$ cat config.mk
export PLATFORM = sky130hd
export DESIGN_NAME = lsm_addr_seq
export DESIGN_NICKNAME = d
export VERILOG_FILES = /design/src/rtl/lsm_pkg.sv /design/src/rtl/lsm_mode_decode.sv /design/src/rtl/lsm_addr_plan.sv /design/src/rtl/lsm_list_scan.sv /design/src/rtl/lsm_addr_seq.sv
export SDC_FILE = /design/constraint.sdc
export NUM_CORES = 1
export LEC_CHECK = 0
export ABC_AREA = 1
export BUFFER_PORTS_ARGS = -buffer_cell sky130_fd_sc_hd__buf_2
export CAP_MARGIN = 0
export CORE_AREA = 2 2 140 142
export CTS_BUF_LIST = sky130_fd_sc_hd__clkbuf_8
export DETAILED_ROUTE_END_ITERATION = 12
export DIE_AREA = 0 0 142 144
export PLACE_DENSITY = 0.82
export SYNTH_ARGS = -nofsm -noshare
export SYNTH_HDL_FRONTEND = slang
export SYNTH_SLANG_ARGS = --single-unit
$ cat constraint.sdc
create_clock -name clk_i -period 3.78 [get_ports clk_i]
set_input_delay 0.378 -clock clk_i [delete_from_list [all_inputs] [get_ports clk_i]]
set_output_delay 0.378 -clock clk_i [all_outputs]
set_load 0.01 [all_outputs]
$ cat src/rtl/lsm_pkg.sv
package lsm_pkg;

  localparam int AW        = 32;
  localparam int WORD_B    = 4;
  localparam int MODE_W    = 3;

  typedef enum logic [1:0] {
    AM_INC_AFTER  = 2'd0,
    AM_INC_BEFORE = 2'd1,
    AM_DEC_AFTER  = 2'd2,
    AM_DEC_BEFORE = 2'd3
  } addr_mode_e;

  typedef enum logic [1:0] {
    ST_IDLE = 2'd0,
    ST_RUN  = 2'd1,
    ST_FIN  = 2'd2
  } seq_state_e;

  // Fold a mode code (core or stack-named) onto one of the four core modes.
  function automatic addr_mode_e resolve_mode(input logic [MODE_W-1:0] code,
                                              input logic is_load);
    addr_mode_e m;
    case (code)
      3'd0:    m = AM_INC_AFTER;
      3'd1:    m = AM_INC_BEFORE;
      3'd2:    m = AM_DEC_AFTER;
      3'd3:    m = AM_DEC_BEFORE;
      3'd4:    m = is_load ? AM_INC_AFTER  : AM_DEC_BEFORE;
      3'd5:    m = is_load ? AM_DEC_AFTER  : AM_INC_BEFORE;
      3'd6:    m = is_load ? AM_INC_BEFORE : AM_DEC_AFTER;
      default: m = is_load ? AM_DEC_BEFORE : AM_INC_AFTER;
    endcase
    return m;
  endfunction

  // Lowest address touched, given the aligned base and span = 4*N.
  function automatic logic [AW-1:0] first_addr(input addr_mode_e m,
                                               input logic [AW-1:0] b,
                                               input logic [AW-1:0] span);
    logic [AW-1:0] step;
    step = AW'(WORD_B);
    case (m)
      AM_INC_AFTER:  return b;
      AM_INC_BEFORE: return b + step;
      AM_DEC_AFTER:  return b - span + step;
      default:       return b - span;
    endcase
  endfunction

  // Base value after the transfer.
  function automatic logic [AW-1:0] final_base(input addr_mode_e m,
                                               input logic [AW-1:0] b,
                                               input logic [AW-1:0] span);
    if (m == AM_INC_AFTER || m == AM_INC_BEFORE) return b + span;
    return b - span;
  endfunction

endpackage

$ cat src/rtl/lsm_mode_decode.sv
module lsm_mode_decode
  import lsm_pkg::*;
(
  input  logic [MODE_W-1:0] code_i,
  input  logic              is_load_i,
  output addr_mode_e        mode_o
);
  assign mode_o = resolve_mode(code_i, is_load_i);
endmodule

$ cat src/rtl/lsm_addr_plan.sv
module lsm_addr_plan
  import lsm_pkg::*;
#(
  parameter int NREG  = 16,
  parameter int CNT_W = $clog2(NREG + 1)
) (
  input  logic [AW-1:0]   base_i,
  input  logic [NREG-1:0] list_i,
  input  addr_mode_e      mode_i,
  output logic [AW-1:0]   first_o,
  output logic [AW-1:0]   wb_o,
  output logic            empty_o
);
  logic [CNT_W-1:0] n_regs;
  logic [AW-1:0]    span;

  always_comb begin
    n_regs = '0;
    for (int i = 0; i < NREG; i++) n_regs = n_regs + CNT_W'(list_i[i]);
  end

  assign span    = AW'(n_regs) << $clog2(WORD_B);
  assign first_o = first_addr(mode_i, base_i, span);
  assign wb_o    = final_base(mode_i, base_i, span);
  assign empty_o = (n_regs == '0);
endmodule

$ cat src/rtl/lsm_list_scan.sv
module lsm_list_scan #(
  parameter int NREG  = 16,
  parameter int IDX_W = $clog2(NREG)
) (
  input  logic [NREG-1:0]  mask_i,
  output logic             any_o,
  output logic [IDX_W-1:0] idx_o,
  output logic [NREG-1:0]  rest_o
);
  always_comb begin
    any_o = |mask_i;
    idx_o = '0;
    for (int i = NREG - 1; i >= 0; i--) begin
      if (mask_i[i]) idx_o = IDX_W'(i);
    end
    rest_o = mask_i & (mask_i - NREG'(1));
  end
endmodule

$ cat src/rtl/lsm_addr_seq.sv
module lsm_addr_seq
  import lsm_pkg::*;
#(
  parameter int NREG  = 16,
  parameter int IDX_W = $clog2(NREG)
) (
  input  logic              clk_i,
  input  logic              rst_ni,
  input  logic              start_i,
  input  logic [AW-1:0]     base_i,
  input  logic [NREG-1:0]   reg_list_i,
  input  logic [MODE_W-1:0] mode_i,
  input  logic              is_load_i,
  input  logic              wb_en_i,
  output logic              req_valid_o,
  input  logic              req_ready_i,
  output logic [AW-1:0]     req_addr_o,
  output logic [IDX_W-1:0]  req_idx_o,
  output logic              req_write_o,
  output logic              busy_o,
  output logic              done_o,
  output logic              wb_valid_o,
  output logic [AW-1:0]     wb_addr_o
);
  seq_state_e      state_q;
  logic [AW-1:0]   addr_q, wbval_q, base_al;
  logic [NREG-1:0] mask_q, mask_rest;
  logic            wben_q, write_q;

  addr_mode_e    core_mode;
  logic [AW-1:0] plan_first, plan_wb;
  logic          plan_empty, scan_any;

  // Named internal events
  logic start_take, req_fire, last_beat;

  assign base_al = base_i & ~AW'(WORD_B - 1);

  lsm_mode_decode u_dec (
    .code_i    (mode_i),
    .is_load_i (is_load_i),
    .mode_o    (core_mode)
  );

  lsm_addr_plan #(.NREG(NREG)) u_plan (
    .base_i  (base_al),
    .list_i  (reg_list_i),
    .mode_i  (core_mode),
    .first_o (plan_first),
    .wb_o    (plan_wb),
    .empty_o (plan_empty)
  );

  lsm_list_scan #(.NREG(NREG), .IDX_W(IDX_W)) u_scan (
    .mask_i (mask_q),
    .any_o  (scan_any),
    .idx_o  (req_idx_o),
    .rest_o (mask_rest)
  );

  assign start_take = start_i && (state_q == ST_IDLE);
  assign req_fire   = req_valid_o && req_ready_i;
  assign last_beat  = req_fire && (mask_rest == '0);

  always_ff @(posedge clk_i or negedge rst_ni) begin
    if (!rst_ni) begin
      state_q <= ST_IDLE;
      addr_q  <= '0;
      wbval_q <= '0;
      mask_q  <= '0;
      wben_q  <= 1'b0;
      write_q <= 1'b0;
    end else begin
      case (state_q)
        ST_IDLE: if (start_take) begin
          state_q <= plan_empty ? ST_FIN : ST_RUN;
          addr_q  <= plan_first;
          wbval_q <= plan_wb;
          mask_q  <= reg_list_i;
          wben_q  <= wb_en_i;
          write_q <= !is_load_i;
        end
        ST_RUN: if (req_fire) begin
          addr_q <= addr_q + AW'(WORD_B);
          mask_q <= mask_rest;
          if (last_beat) state_q <= ST_FIN;
        end
        default: state_q <= ST_IDLE;
      endcase
    end
  end

  assign req_valid_o = (state_q == ST_RUN) && scan_any;
  assign req_addr_o  = addr_q;
  assign req_write_o = write_q;
  assign busy_o      = (state_q != ST_IDLE);
  assign done_o      = (state_q == ST_FIN);
  assign wb_valid_o  = done_o && wben_q;
  assign wb_addr_o   = wbval_q;

  AST_ADDR_STEP: assert property (@(posedge clk_i) disable iff (!rst_ni)
    (req_fire && !last_beat) |=> (req_valid_o && req_addr_o == $past(req_addr_o) + AW'(WORD_B)));
  AST_IDX_RISE: assert property (@(posedge clk_i) disable iff (!rst_ni)
    (req_fire && !last_beat) |=> (req_idx_o > $past(req_idx_o)));
  AST_STALL_HOLD: assert property (@(posedge clk_i) disable iff (!rst_ni)
    (req_valid_o && !req_ready_i) |=> (req_valid_o && $stable(req_addr_o) && $stable(req_idx_o)));
  AST_DONE_AFTER_LAST: assert property (@(posedge clk_i) disable iff (!rst_ni)
    last_beat |=> done_o);
  AST_DONE_SINGLE: assert property (@(posedge clk_i) disable iff (!rst_ni)
    done_o |=> !done_o);
  AST_WB_IN_DONE: assert property (@(posedge clk_i) disable iff (!rst_ni)
    wb_valid_o |-> done_o);
  AST_ADDR_ALIGNED: assert property (@(posedge clk_i) disable iff (!rst_ni)
    req_valid_o |-> (req_addr_o[1:0] == 2'b00));
  AST_BUSY_IGNORES_START: assert property (@(posedge clk_i) disable iff (!rst_ni)
    (req_valid_o && start_i && !req_ready_i) |=> $stable(req_addr_o));
endmodule

==> metrics.md, run 1 <==
| Metric | Value |
|---|---|
| Status | `finished with violations` |
| Clock tree from TritonCTS | `built` |
| Max H-tree Level | `3` |
| DR vias | `12400` |
| Final nets | `1927` |
| Final worst-path cycle share | `1.57` |
| Maximum vdd drop | `0.403 mV` |
| Crit path DAT | `6.23 ns` |
| CP Capture Type | `flop` |
| Hold_buf cts | `0` |
| CTS Buffer Depth | `2` |
| Avg Inst Size Synth | `6.15 um2` |
| Largest cells by area after synthesis | `dfrtp_1 21%, nand2_1 17%, nor2_1 7.1%` |
| Slew @ Worst Pin | `1.03 ns` |
| Antenna-violating nets left | `0` |
| PD cells | `729 nW/um2` |
| Post-synthesis cell area | `9320 um2` |
| Max Fclk | `168 MHz` |
| Core Area | `19100 um2` |
| Post-synthesis sequential area ratio | `0.215` |
| Clock Tree Root | `clkbuf_8` |
| Initial antenna violation count | `1` |
| LEAKAGE | `0.00629 uW` |
| Worst-path clk slew | `0.10 ns` |
| Vias in the first global route | `11800` |
| Overall die width | `142 um` |
| Maxcap violations | `0` |
| # rows | `51` |
| Yosys reg bits | `80` |
| Insertion delay to the later sink of the worst-skew pair | `0.40 ns` |
| Final setup margin | `-2.16 ns` |
| Final Hold Viols | `0` |
| DR pass1 iterations | `7` |
| 1st-iter DRT viols | `1342` |
| Distinct cells, synth | `56` |
| Top-level I/O count | `130` |
| Synth async-reset ratio | `1.00` |
| Total wire length | `40.1 mm` |
| Hold WC Path Type | `input pin to async pin` |
| RSZ-0062 raised after global routing | `yes` |
| Final period demand of the worst path | `5.94 ns` |
| Via-to-Cell Ratio | `5.95` |
| Die Y | `144 um` |
| Post-DR wirelength/cell | `19.3 um` |
| Slew HR | `0.313` |
| Final setup fails | `61` |
| Most numerous cell in the Yosys netlist | `nand2_1` |
| Synth top area share | `0.215` |
| Total Power | `9740 uW` |
| Worst Setup Start Kind | `input pin` |
| Synth Warn # | `0` |
| Routability cong. | `0.993` |
| Critical path class | `input pin to flop` |
| CTS Sinks | `80` |
| Number of enable flip-flop cells after synthesis | `0` |
| Primary FF master, synth | `dfrtp_1` |
| Largest area contributor in the netlist | `dfrtp_1` |
| Final std cells w/o fill | `2080` |
| Max-slew violations | `0` |
| # DRC | `0` |
| Post-Syn Instances | `1515` |
| Hpwl dp | `26.0 mm` |
| Worst path slowest cell | `fa_2` |
| Cells after DPL | `1992` |
| Worst EP required | `4.07 ns` |
| Clk_skew | `0.0124 ns` |
| GRT Overall Usage | `0.364` |
| P&R area growth vs syn | `43.3%` |
| Largest net degree at the start of global routing | `62` |
| CP max FO | `7` |
| Initial core utilization | `0.488` |
| CTS Buf Count | `9` |
| Die Area | `20400 um2` |
| Port-buffer cells | `123` |
| Fill count | `1507` |
| Post-synth top cells | `413 x nand2_1, 176 x nor2_1, 144 x inv_1` |
| Failing checks | `setup timing` |
| Slowest cell delay on critical path | `0.56 ns` |
| Layout cells sized above 1 | `0.386` |
| First-pass GRT wire length | `58.9 mm` |
| Finished Core Util | `0.700` |
| GRT overflow | `0` |
==> timing repair <==
item                       in CTS  in global routing
resized for setup             206                130
pin swaps                     100                104
setup buffers                  58                 31
setup endpoints to repair      61                 62
hold endpoints to repair        0                  0
==> routing by layer <==
| metal | up-vias | GRT usage | share of wire |
|---|---|---|---|
| met2 | 821 | 0.620 | 0.47 |
| met5 | - | 0 | 0 |
| li1 | 5617 | - | - |
| met4 | 0 | 0.248 | 0.082 |
| met1 | 5675 | 0.423 | 0.37 |
| met3 | 267 | 0.0593 | 0.083 |
==> final cells by class <==
type	count	area [um2]	share of cell area
multi-input combinational	1200	7490	0.560
timing repair buffer	374	2720	0.203
sequential	80	2000	0.150
inverter	171	666	0.0498
tap	238	298	0.0223
clock buffer	9	124	0.00927
clock inverter	7	63.8	0.00478
antenna	1	2.50	0.000187
==> flip-flops by register name, summed over array words and instances, names as in the netlist <==
| signal | cells |
|---|---|
| req_addr_o | 30 |
| wb_addr_o | 30 |
| mask_q | 16 |
| state_q | 2 |
| req_write_o | 1 |
| wben_q | 1 |
==> placed cells by master, fill, tap and decap left out, types with 9 or more instances in the layout <==
cell / synthesis / routed
nand2_1: 413 / 350
nand3_4: 5 / 25
buf_6: 4 / 47
nor2_1: 176 / 148
nand2_4: 1 / 24
a21oi_2: 5 / 17
inv_1: 144 / 126
dfrtp_1: 80 / 80
xor2_1: 25 / 22
nand3_1: 119 / 81
o21ai_1: 9 / 35
a31oi_1: 30 / 30
nor2_4: 17 / 33
nand3_2: 19 / 37
o21ai_0: 81 / 46
clkbuf_8: 1 / 9
a21oi_1: 98 / 79
inv_2: 20 / 33
nand2_2: 26 / 66
buf_4: 9 / 204
nor2_2: 11 / 23
nand4_1: 26 / 26
ha_1: 22 / 13
buf_2: 13 / 120
nor3_1: 24 / 18
nor4_1: 9 / 9
o211ai_1: 19 / 19
==> per-stage QoR <==
step | setup slack (ns) | TNS [ns] | hold slack [ns] | cell area, um2
after floorplan | -1.97 | -91.55 | 0.0824 | 9480
after global placement | -2.43 | -120.68 | 0.458 | 11400
after detailed placement | -2.48 | -125.43 | 0.461 | 11400
after CTS | -1.95 | -92.65 | 0.0786 | 12700
after global routing | -2.44 | -115.45 | 0.103 | 13400
final | -2.16 | -101.97 | 0.0439 | 13400
==> kinds of logic (layout without fill, tap and decap cells) <==
| logic type | Yosys count | in the layout | share of synthesized area |
|---|---|---|---|
| compound gates | 272 | 272 | 0.166 |
| xor+xnor | 27 | 27 | 0.0254 |
| fa+ha+maj | 34 | 34 | 0.0553 |
| buf+inv | 238 | 561 | 0.109 |
| flops | 80 | 80 | 0.215 |
| other cells | 1 | 5 | 0.000402 |
| simple gates | 863 | 863 | 0.429 |
==> power by group <==
group,internal [uW],leakage [uW],total (uW),switching (uW)
logic,3060,0.00526,7380,4330
clock network,252,0.0000899,659,406
registers,1290,0.000940,1700,412
total,4600,0.00629,9740,5140
==> path summary, 6_finish.rpt <==
| path | from | end | slack [ns] | cells after the start |
|---|---|---|---|---|
| max | reg_list_i[1] | req_addr_o[22]$_DFFE_PN0P_ | -2.16 | 31 |
| min | rst_ni | wb_addr_o[4]$_DFFE_PN0P_ | 0.04 | 1 |
| max reg2reg | req_addr_o[2]$_DFFE_PN0P_ | req_addr_o[22]$_DFFE_PN0P_ | 0.99 | 11 |
| min reg2reg | wb_addr_o[26]$_DFFE_PN0P_ | wb_addr_o[26]$_DFFE_PN0P_ | 0.49 | 2 |
| max in group asynchronous | rst_ni | wb_addr_o[8]$_DFFE_PN0P_ | 2.90 | 2 |
| min in group clk_i | wb_en_i | wben_q$_DFFE_PN0P_ | 0.19 | 3 |
==> critical path: cells and delay by family <==
kind,cells,cell delay (ns)
adder cells (fa/ha/maj),8,3.40
AND/OR/NAND/NOR,14,1.69
buffers and inverters,7,0.51
AO/OA/AOI/OAI,2,0.24
Power figures use the tool's default switching activity.
==> inputs of run 2 (changes only) <==
- CORE_AREA: 2 2 140 142 -> 2 2 143 145
- DIE_AREA: 0 0 142 144 -> 0 0 145 147
- SYNTH_HIERARCHICAL: not set -> 1
==> metrics.md, run 2 <==
| Metric | Value |
|---|---|
| Top-level I/O count | `130 (unchanged)` |
| Most numerous cell in the Yosys netlist | `nand2_1 (unchanged)` |
| Clk_skew | `0.0137 ns (was 0.0124 ns)` |
| Yosys reg bits | `84 (was 80)` |
| Final setup margin | `-2.02 ns (was -2.16 ns)` |
| Port-buffer cells | `127 (was 123)` |
| CP Capture Type | `flop (unchanged)` |
| Antenna-violating nets left | `0 (unchanged)` |
| CTS Sinks | `84 (was 80)` |
| Most frequent cells in the layout | `419 x nand2_1, 186 x buf_4, 177 x nor2_1 (was 350 x nand2_1, 204 x buf_4, 148 x nor2_1)` |
| Worst-path clk slew | `0.10 ns (about the same)` |
| Initial antenna violation count | `0 (was 1)` |
| Via-to-Cell Ratio | `5.78 (was 5.95)` |
| Synth Warn # | `6 (was 0)` |
| P&R area growth vs syn | `41.9% (was 43.3%)` |
| DR pass1 iterations | `10 (was 7)` |
| Final setup fails | `60 (was 61)` |
| Post-synthesis cell area | `9750 um2 (was 9320 um2)` |
| Vias in the first global route | `11500 (was 11800)` |
| Status | `finished with violations (unchanged)` |
| Post-Syn Instances | `1600 (was 1515)` |
| Final worst-path cycle share | `1.54 (was 1.57)` |
| Crit path DAT | `6.15 ns (was 6.23 ns)` |
| DR top layer | `met4 (unchanged)` |
| Largest net degree at the start of global routing | `70 (was 62)` |
| Initial core utilization | `0.491 (was 0.488)` |
| LEAKAGE | `0.00669 uW (was 0.00629 uW)` |
| RSZ-0062 raised after global routing | `yes (unchanged)` |
| # rows | `52 (was 51)` |
| Layout cells sized above 1 | `0.380 (was 0.386)` |
| Final nets | `1998 (was 1927)` |
| Max-slew violations | `0 (unchanged)` |
| Slew @ Worst Pin | `0.935 ns (was 1.03 ns)` |
| Number of enable flip-flop cells after synthesis | `0 (unchanged)` |
| Clock Tree Root | `clkbuf_8 (unchanged)` |
| Avg Inst Size Synth | `6.09 um2 (was 6.15 um2)` |
| GRT Overall Usage | `0.334 (was 0.364)` |
| Met1 WL | `15.2 mm (was 14.7 mm)` |
| GRT overflow | `0 (unchanged)` |
| Hpwl dp | `26.3 mm (was 26.0 mm)` |
| Critical path class | `input pin to flop (unchanged)` |
| Insertion delay to the later sink of the worst-skew pair | `0.41 ns (was 0.40 ns)` |
| Cells on worst reg2reg path | `12 (was 11)` |
| Maxcap violations | `0 (unchanged)` |
| Hold_buf cts | `0 (unchanged)` |
| Failing checks | `setup timing (unchanged)` |
| Die Area | `21300 um2 (was 20400 um2)` |
| Commonest non-fill, non-tap cell in the layout | `nand2_1 (unchanged)` |
| # DRC | `0 (unchanged)` |
| Max H-tree Level | `3 (unchanged)` |
| Core Area | `19800 um2 (was 19100 um2)` |
| Hold WC Path Type | `input pin to async pin (unchanged)` |
| First-pass GRT wire length | `57.8 mm (was 58.9 mm)` |
| Final period demand of the worst path | `5.80 ns (was 5.94 ns)` |
| Total Power | `10500 uW (was 9740 uW)` |
| PD cells | `756 nW/um2 (was 729 nW/um2)` |
| Slew HR | `0.376 (was 0.313)` |
| Synth top area share | `0.216 (was 0.215)` |
| DR vias | `12600 (was 12400)` |
| CP max FO | `3 (was 7)` |
| Synth async-reset ratio | `1.00 (unchanged)` |
| Primary FF master, synth | `dfrtp_1 (unchanged)` |
| Total wire length | `40.2 mm (was 40.1 mm)` |
| Die Y | `147 um (was 144 um)` |
| Final Hold Viols | `0 (unchanged)` |
| 1st-iter DRT viols | `1389 (was 1342)` |
| Overall die width | `145 um (was 142 um)` |
| CTS Buffer Depth | `2 (unchanged)` |
| Post-synthesis sequential area ratio | `0.216 (was 0.215)` |
| Met2 WL | `18.8 mm (about the same)` |
| # diodes | `0 (was 1)` |
| Post-synth top cells | `482 x nand2_1, 212 x nor2_1, 172 x inv_1 (was 413 x nand2_1, 176 x nor2_1, 144 x inv_1)` |
| Worst Setup Start Kind | `input pin (unchanged)` |
| Final std cells w/o fill | `2182 (was 2080)` |
| Maximum vdd drop | `0.475 mV (was 0.403 mV)` |
| Largest cells by area after synthesis | `dfrtp_1 22%, nand2_1 19%, nor2_1 8.2% (was dfrtp_1 21%, nand2_1 17%, nor2_1 7.1%)` |
| Worst path slowest cell | `fa_1 (was fa_2)` |
| Max Fclk | `172 MHz (was 168 MHz)` |
| Distinct cells, synth | `51 (was 56)` |
| Met3 wire length | `3.44 mm (was 3.33 mm)` |
| Worst EP required | `4.13 ns (was 4.07 ns)` |
| Largest area contributor in the netlist | `dfrtp_1 (unchanged)` |
| CP dominant cell by count | `inv_1` |
| Routability cong. | `1.03 (was 0.993)` |
| CTS Buf Count | `9 (unchanged)` |
| Slowest cell delay on critical path | `0.56 ns (about the same)` |
| Clock tree from TritonCTS | `built (unchanged)` |
| Cells after DPL | `2092 (was 1992)` |
| Post-DR wirelength/cell | `18.4 um (was 19.3 um)` |
run 2: changes by cell type in the layout (fill, tap and decap cells not counted), moves of 14 or more:
| cell | before | now |
|---|---|---|
| nand3_1 | 81 | 100 |
| mux2_4 | 0 | 16 |
| nand2_1 | 350 | 419 |
| nor2_1 | 148 | 177 |
| o211ai_1 | 19 | 3 |
| mux2_2 | 0 | 17 |
| a21oi_1 | 79 | 65 |
| inv_1 | 126 | 150 |
| buf_4 | 204 | 186 |
| o21ai_0 | 46 | 16 |
run 2: final timing paths:
kind | slack, ns | from | endpoint
worst max-delay path | -2.02 | reg_list_i[13] | req_addr_o[12]$_DFFE_PN0P_
worst min-delay path | 0.09 | rst_ni | wben_q$_DFFE_PN0P_
worst max register to register | 1.20 | mask_q[9]$_DFFE_PN0P_ | req_addr_o[13]$_DFFE_PN0P_
worst min register to register | 0.50 | req_addr_o[1]$_DFFE_PN0P_ | req_addr_o[1]$_DFFE_PN0P_
max in group asynchronous | 2.90 | rst_ni | req_write_o$_DFFE_PN0P_
min in group clk_i | 0.19 | wb_en_i | wben_q$_DFFE_PN0P_
run 2: final cells by class:
cell class              instances  area [um2]
multi-input cells            1268        7830
fillers                      1585        6010
repair buffers                359        2610
flip-flops and latches         84        2100
inverters                     185         724
well taps                     270         338
clock buffers                   9         124
clock inverters                 7         106
run 2: repair_timing:
item | 4_1_cts | 5_1_grt
gates resized for setup | 206 | 145
endpoints found under the setup margin | 60 | 61
pin swaps | 112 | 109
cloned | 1 | 0
buffers inserted | 38 | 43
run 2: cell families after synthesis:
logic type / count (synthesis) / synth area share
AND/OR/NAND/NOR: 966 / 0.438
XOR/XNOR: 27 / 0.0243
other: 2 / 0.000770
flip-flops: 84 / 0.216
multiplexers: 35 / 0.0404
adder cells (fa/ha/maj): 34 / 0.0529
buffers and inverters: 252 / 0.113
AO/OA/AOI/OAI: 200 / 0.114
run 2: power by group:
part           switching, uW  internal [uW]  total [uW]
clock network            421            384         805
logic                   4370           3480        7860
registers                435           1360        1800
total                   5230           5230       10500
run 2: per-stage QoR:
step	hold WS (ns)	area (um2)	setup WS [ns]	setup TNS (ns)	util
2_1_floorplan	0.0824	9940	-1.73	-72.06	-
3_3_place_gp	0.466	11700	-2.24	-104.17	0.590
3_5_place_dp	0.478	11700	-2.33	-109.01	0.590
4_1_cts	0.126	13000	-1.64	-72.51	0.653
5_1_grt	0.173	13800	-2.23	-103.61	0.697
6_report	0.0875	13800	-2.02	-92.32	0.697
run 2: metal layers:
layer  vias to the layer above  GRT usage
met5                         -          0
met4                         0      0.155
met3                       244     0.0475
met2                       808      0.572
met1                      5829      0.418
li1                       5734          -
run 2: worst max-delay path: cells and delay by family:
kind	cells	cell delay, ns
AOI/OAI and AO/OA	5	0.98
buffers and inverters	12	1.13
and+or+nand+nor	11	1.01
adders and majority gates	6	2.38
xor gates and xnor gates	1	0.25
==> inputs of run 3 (changes only) <==
- CTS_CLUSTER_DIAMETER: not set -> 30
- RECOVER_POWER: not set -> 50
- SLEW_MARGIN: not set -> 20
==> metrics.md, run 3 (same netlist as run 2, synthesis figures left out) <==
| Metric | Value |
|---|---|
| CP Buf/Inv Count | `12 (unchanged)` |
| # rows | `52 (unchanged)` |
| RSZ-0062 raised after global routing | `yes (unchanged)` |
| DR pass1 iterations | `7 (was 10)` |
| Slowest cell delay on critical path | `0.56 ns (about the same)` |
| DR vias | `12700 (was 12600)` |
| Total wire length | `40.1 mm (was 40.2 mm)` |
| CTS Buffer Depth | `2 (unchanged)` |
| LEAKAGE | `0.00667 uW (was 0.00669 uW)` |
| Largest net degree at the start of global routing | `70 (unchanged)` |
| Final period demand of the worst path | `5.82 ns (was 5.80 ns)` |
| Worst Setup Start Kind | `input pin (unchanged)` |
| Final setup fails | `60 (unchanged)` |
| Final worst-path cycle share | `1.54 (about the same)` |
| CTS Sinks | `84 (unchanged)` |
| Hpwl dp | `26.3 mm (unchanged)` |
| CP Capture Type | `flop (unchanged)` |
| Final nets | `1998 (unchanged)` |
| CTS Buf Count | `9 (unchanged)` |
| Slew @ Worst Pin | `1.84 ns (was 0.935 ns)` |
| Routability cong. | `1.03 (unchanged)` |
| Final setup margin | `-2.04 ns (was -2.02 ns)` |
| Clock tree from TritonCTS | `built (unchanged)` |
| Crit path max-delay family | `adder cells (unchanged)` |
| Port-buffer cells | `127 (unchanged)` |
| CP dominant cell by count | `inv_1 (unchanged)` |
| Antenna-violating nets left | `0 (unchanged)` |
| Final std cells w/o fill | `2182 (unchanged)` |
| P&R area growth vs syn | `41.7% (was 41.9%)` |
| Clk_skew | `0.0138 ns (was 0.0137 ns)` |
| GRT Overall Usage | `0.334 (unchanged)` |
| Max Fclk | `172 MHz (about the same)` |
| Die Y | `147 um (unchanged)` |
| Failing checks | `capacitance limit, slew limit, setup timing (was setup timing)` |
| Slew HR | `-0.229 (was 0.376)` |
| Commonest non-fill, non-tap cell in the layout | `nand2_1 (unchanged)` |
| Maximum vdd drop | `0.474 mV (was 0.475 mV)` |
| Post-DR wirelength/cell | `18.4 um (about the same)` |
| Most frequent cells in the layout | `419 x nand2_1, 184 x buf_4, 177 x nor2_1 (was 419 x nand2_1, 186 x buf_4, 177 x nor2_1)` |
| Final Hold Viols | `0 (unchanged)` |
| Status | `finished with violations (unchanged)` |
| Vias in the first global route | `11500 (unchanged)` |
| Top-level I/O count | `130 (unchanged)` |
| Worst EP required | `4.13 ns (about the same)` |
| Max-slew violations | `70 (was 0)` |
| Maxcap violations | `1 (was 0)` |
| Crit path DAT | `6.17 ns (was 6.15 ns)` |
| Worst path slowest cell | `fa_1 (unchanged)` |
| GRT overflow | `0 (unchanged)` |
| Fill count | `1587 (was 1585)` |
| CP max FO | `3 (unchanged)` |
| Layout cells sized above 1 | `0.376 (was 0.380)` |
| 1st-iter DRT viols | `1324 (was 1389)` |
| Critical path class | `input pin to flop (unchanged)` |
| PD cells | `756 nW/um2 (about the same)` |
| Insertion delay to the later sink of the worst-skew pair | `0.41 ns (about the same)` |
| Cells after DPL | `2092 (unchanged)` |
| Place WS | `-2.33 ns (unchanged)` |
| Overall die width | `145 um (unchanged)` |
| Max H-tree Level | `3 (unchanged)` |
| Hold_buf cts | `0 (unchanged)` |
| Die Area | `21300 um2 (unchanged)` |
| Initial antenna violation count | `0 (unchanged)` |
| Via-to-Cell Ratio | `5.81 (was 5.78)` |
| # diodes | `0 (unchanged)` |
| Core Area | `19800 um2 (unchanged)` |
| # DRC | `0 (unchanged)` |
| Clock Tree Root | `clkbuf_8 (unchanged)` |
| Worst-path clk slew | `0.10 ns (about the same)` |
| Hold WC Path Type | `input pin to flop (was input pin to async pin)` |
| Initial core utilization | `0.491 (unchanged)` |
| First-pass GRT wire length | `57.8 mm (unchanged)` |
==> run 3: path summary, 6_finish.rpt <==
check	start	endpoint	slack, ns	depth (start not counted)
worst max register to register	mask_q[5]$_DFFE_PN0P_	req_addr_o[13]$_DFFE_PN0P_	1.20	12
worst max-delay path	reg_list_i[13]	req_addr_o[12]$_DFFE_PN0P_	-2.04	35
worst min register to register	req_addr_o[1]$_DFFE_PN0P_	req_addr_o[1]$_DFFE_PN0P_	0.50	1
max in group asynchronous	rst_ni	req_write_o$_DFFE_PN0P_	1.74	2
worst min-delay path	wb_en_i	wben_q$_DFFE_PN0P_	0.19	2
min in group asynchronous	rst_ni	wben_q$_DFFE_PN0P_	0.45	1
==> run 3: area by class of cell <==
| cell class | instances | area (um2) | area share |
|---|---|---|---|
| Multi-Input combinational cell | 1268 | 7830 | 0.567 |
| Tap cell | 270 | 338 | 0.0244 |
| Timing Repair Buffer | 359 | 2590 | 0.188 |
| Clock buffer | 9 | 124 | 0.00896 |
| Clock inverter | 7 | 106 | 0.00770 |
| Inverter | 185 | 724 | 0.0524 |
| Sequential cell | 84 | 2100 | 0.152 |
==> run 3: power by group <==
part	switching [uW]	leakage, uW	internal, uW	total (uW)
Clock	418	0.000116	384	802
Combinational	4370	0.00557	3470	7840
Sequential	437	0.000984	1360	1800
==> run 3: layer usage <==
metal | GRT usage | vias up | part of all wire
met5 | 0 | - | 0
met1 | 0.418 | 5848 | 0.37
met2 | 0.572 | 837 | 0.47
met3 | 0.0475 | 241 | 0.088
li1 | - | 5748 | -
met4 | 0.155 | 0 | 0.067
==> run 3: what timing repair did <==
action,CTS,global route
gates resized for setup,206,145
buffers inserted,38,43
pin swaps,112,109
setup endpoints to repair,60,61
gates cloned,1,0
==> run 3: stage by stage <==
stage / cell area (um2) / hold slack, ns / total power (uW) / setup TNS [ns] / util
6_report: 13800 / 0.190 / 10400 / -92.77 / 0.696
5_1_grt: 13800 / 0.211 / 11100 / -103.61 / 0.696
4_1_cts: 13000 / 0.126 / 8940 / -72.51 / 0.653
3_5_place_dp: 11700 / 0.478 / 7200 / -109.01 / 0.590
3_3_place_gp: 11700 / 0.466 / 7030 / -104.17 / 0.590
2_1_floorplan: 9940 / 0.0824 / 5210 / -72.06 / -
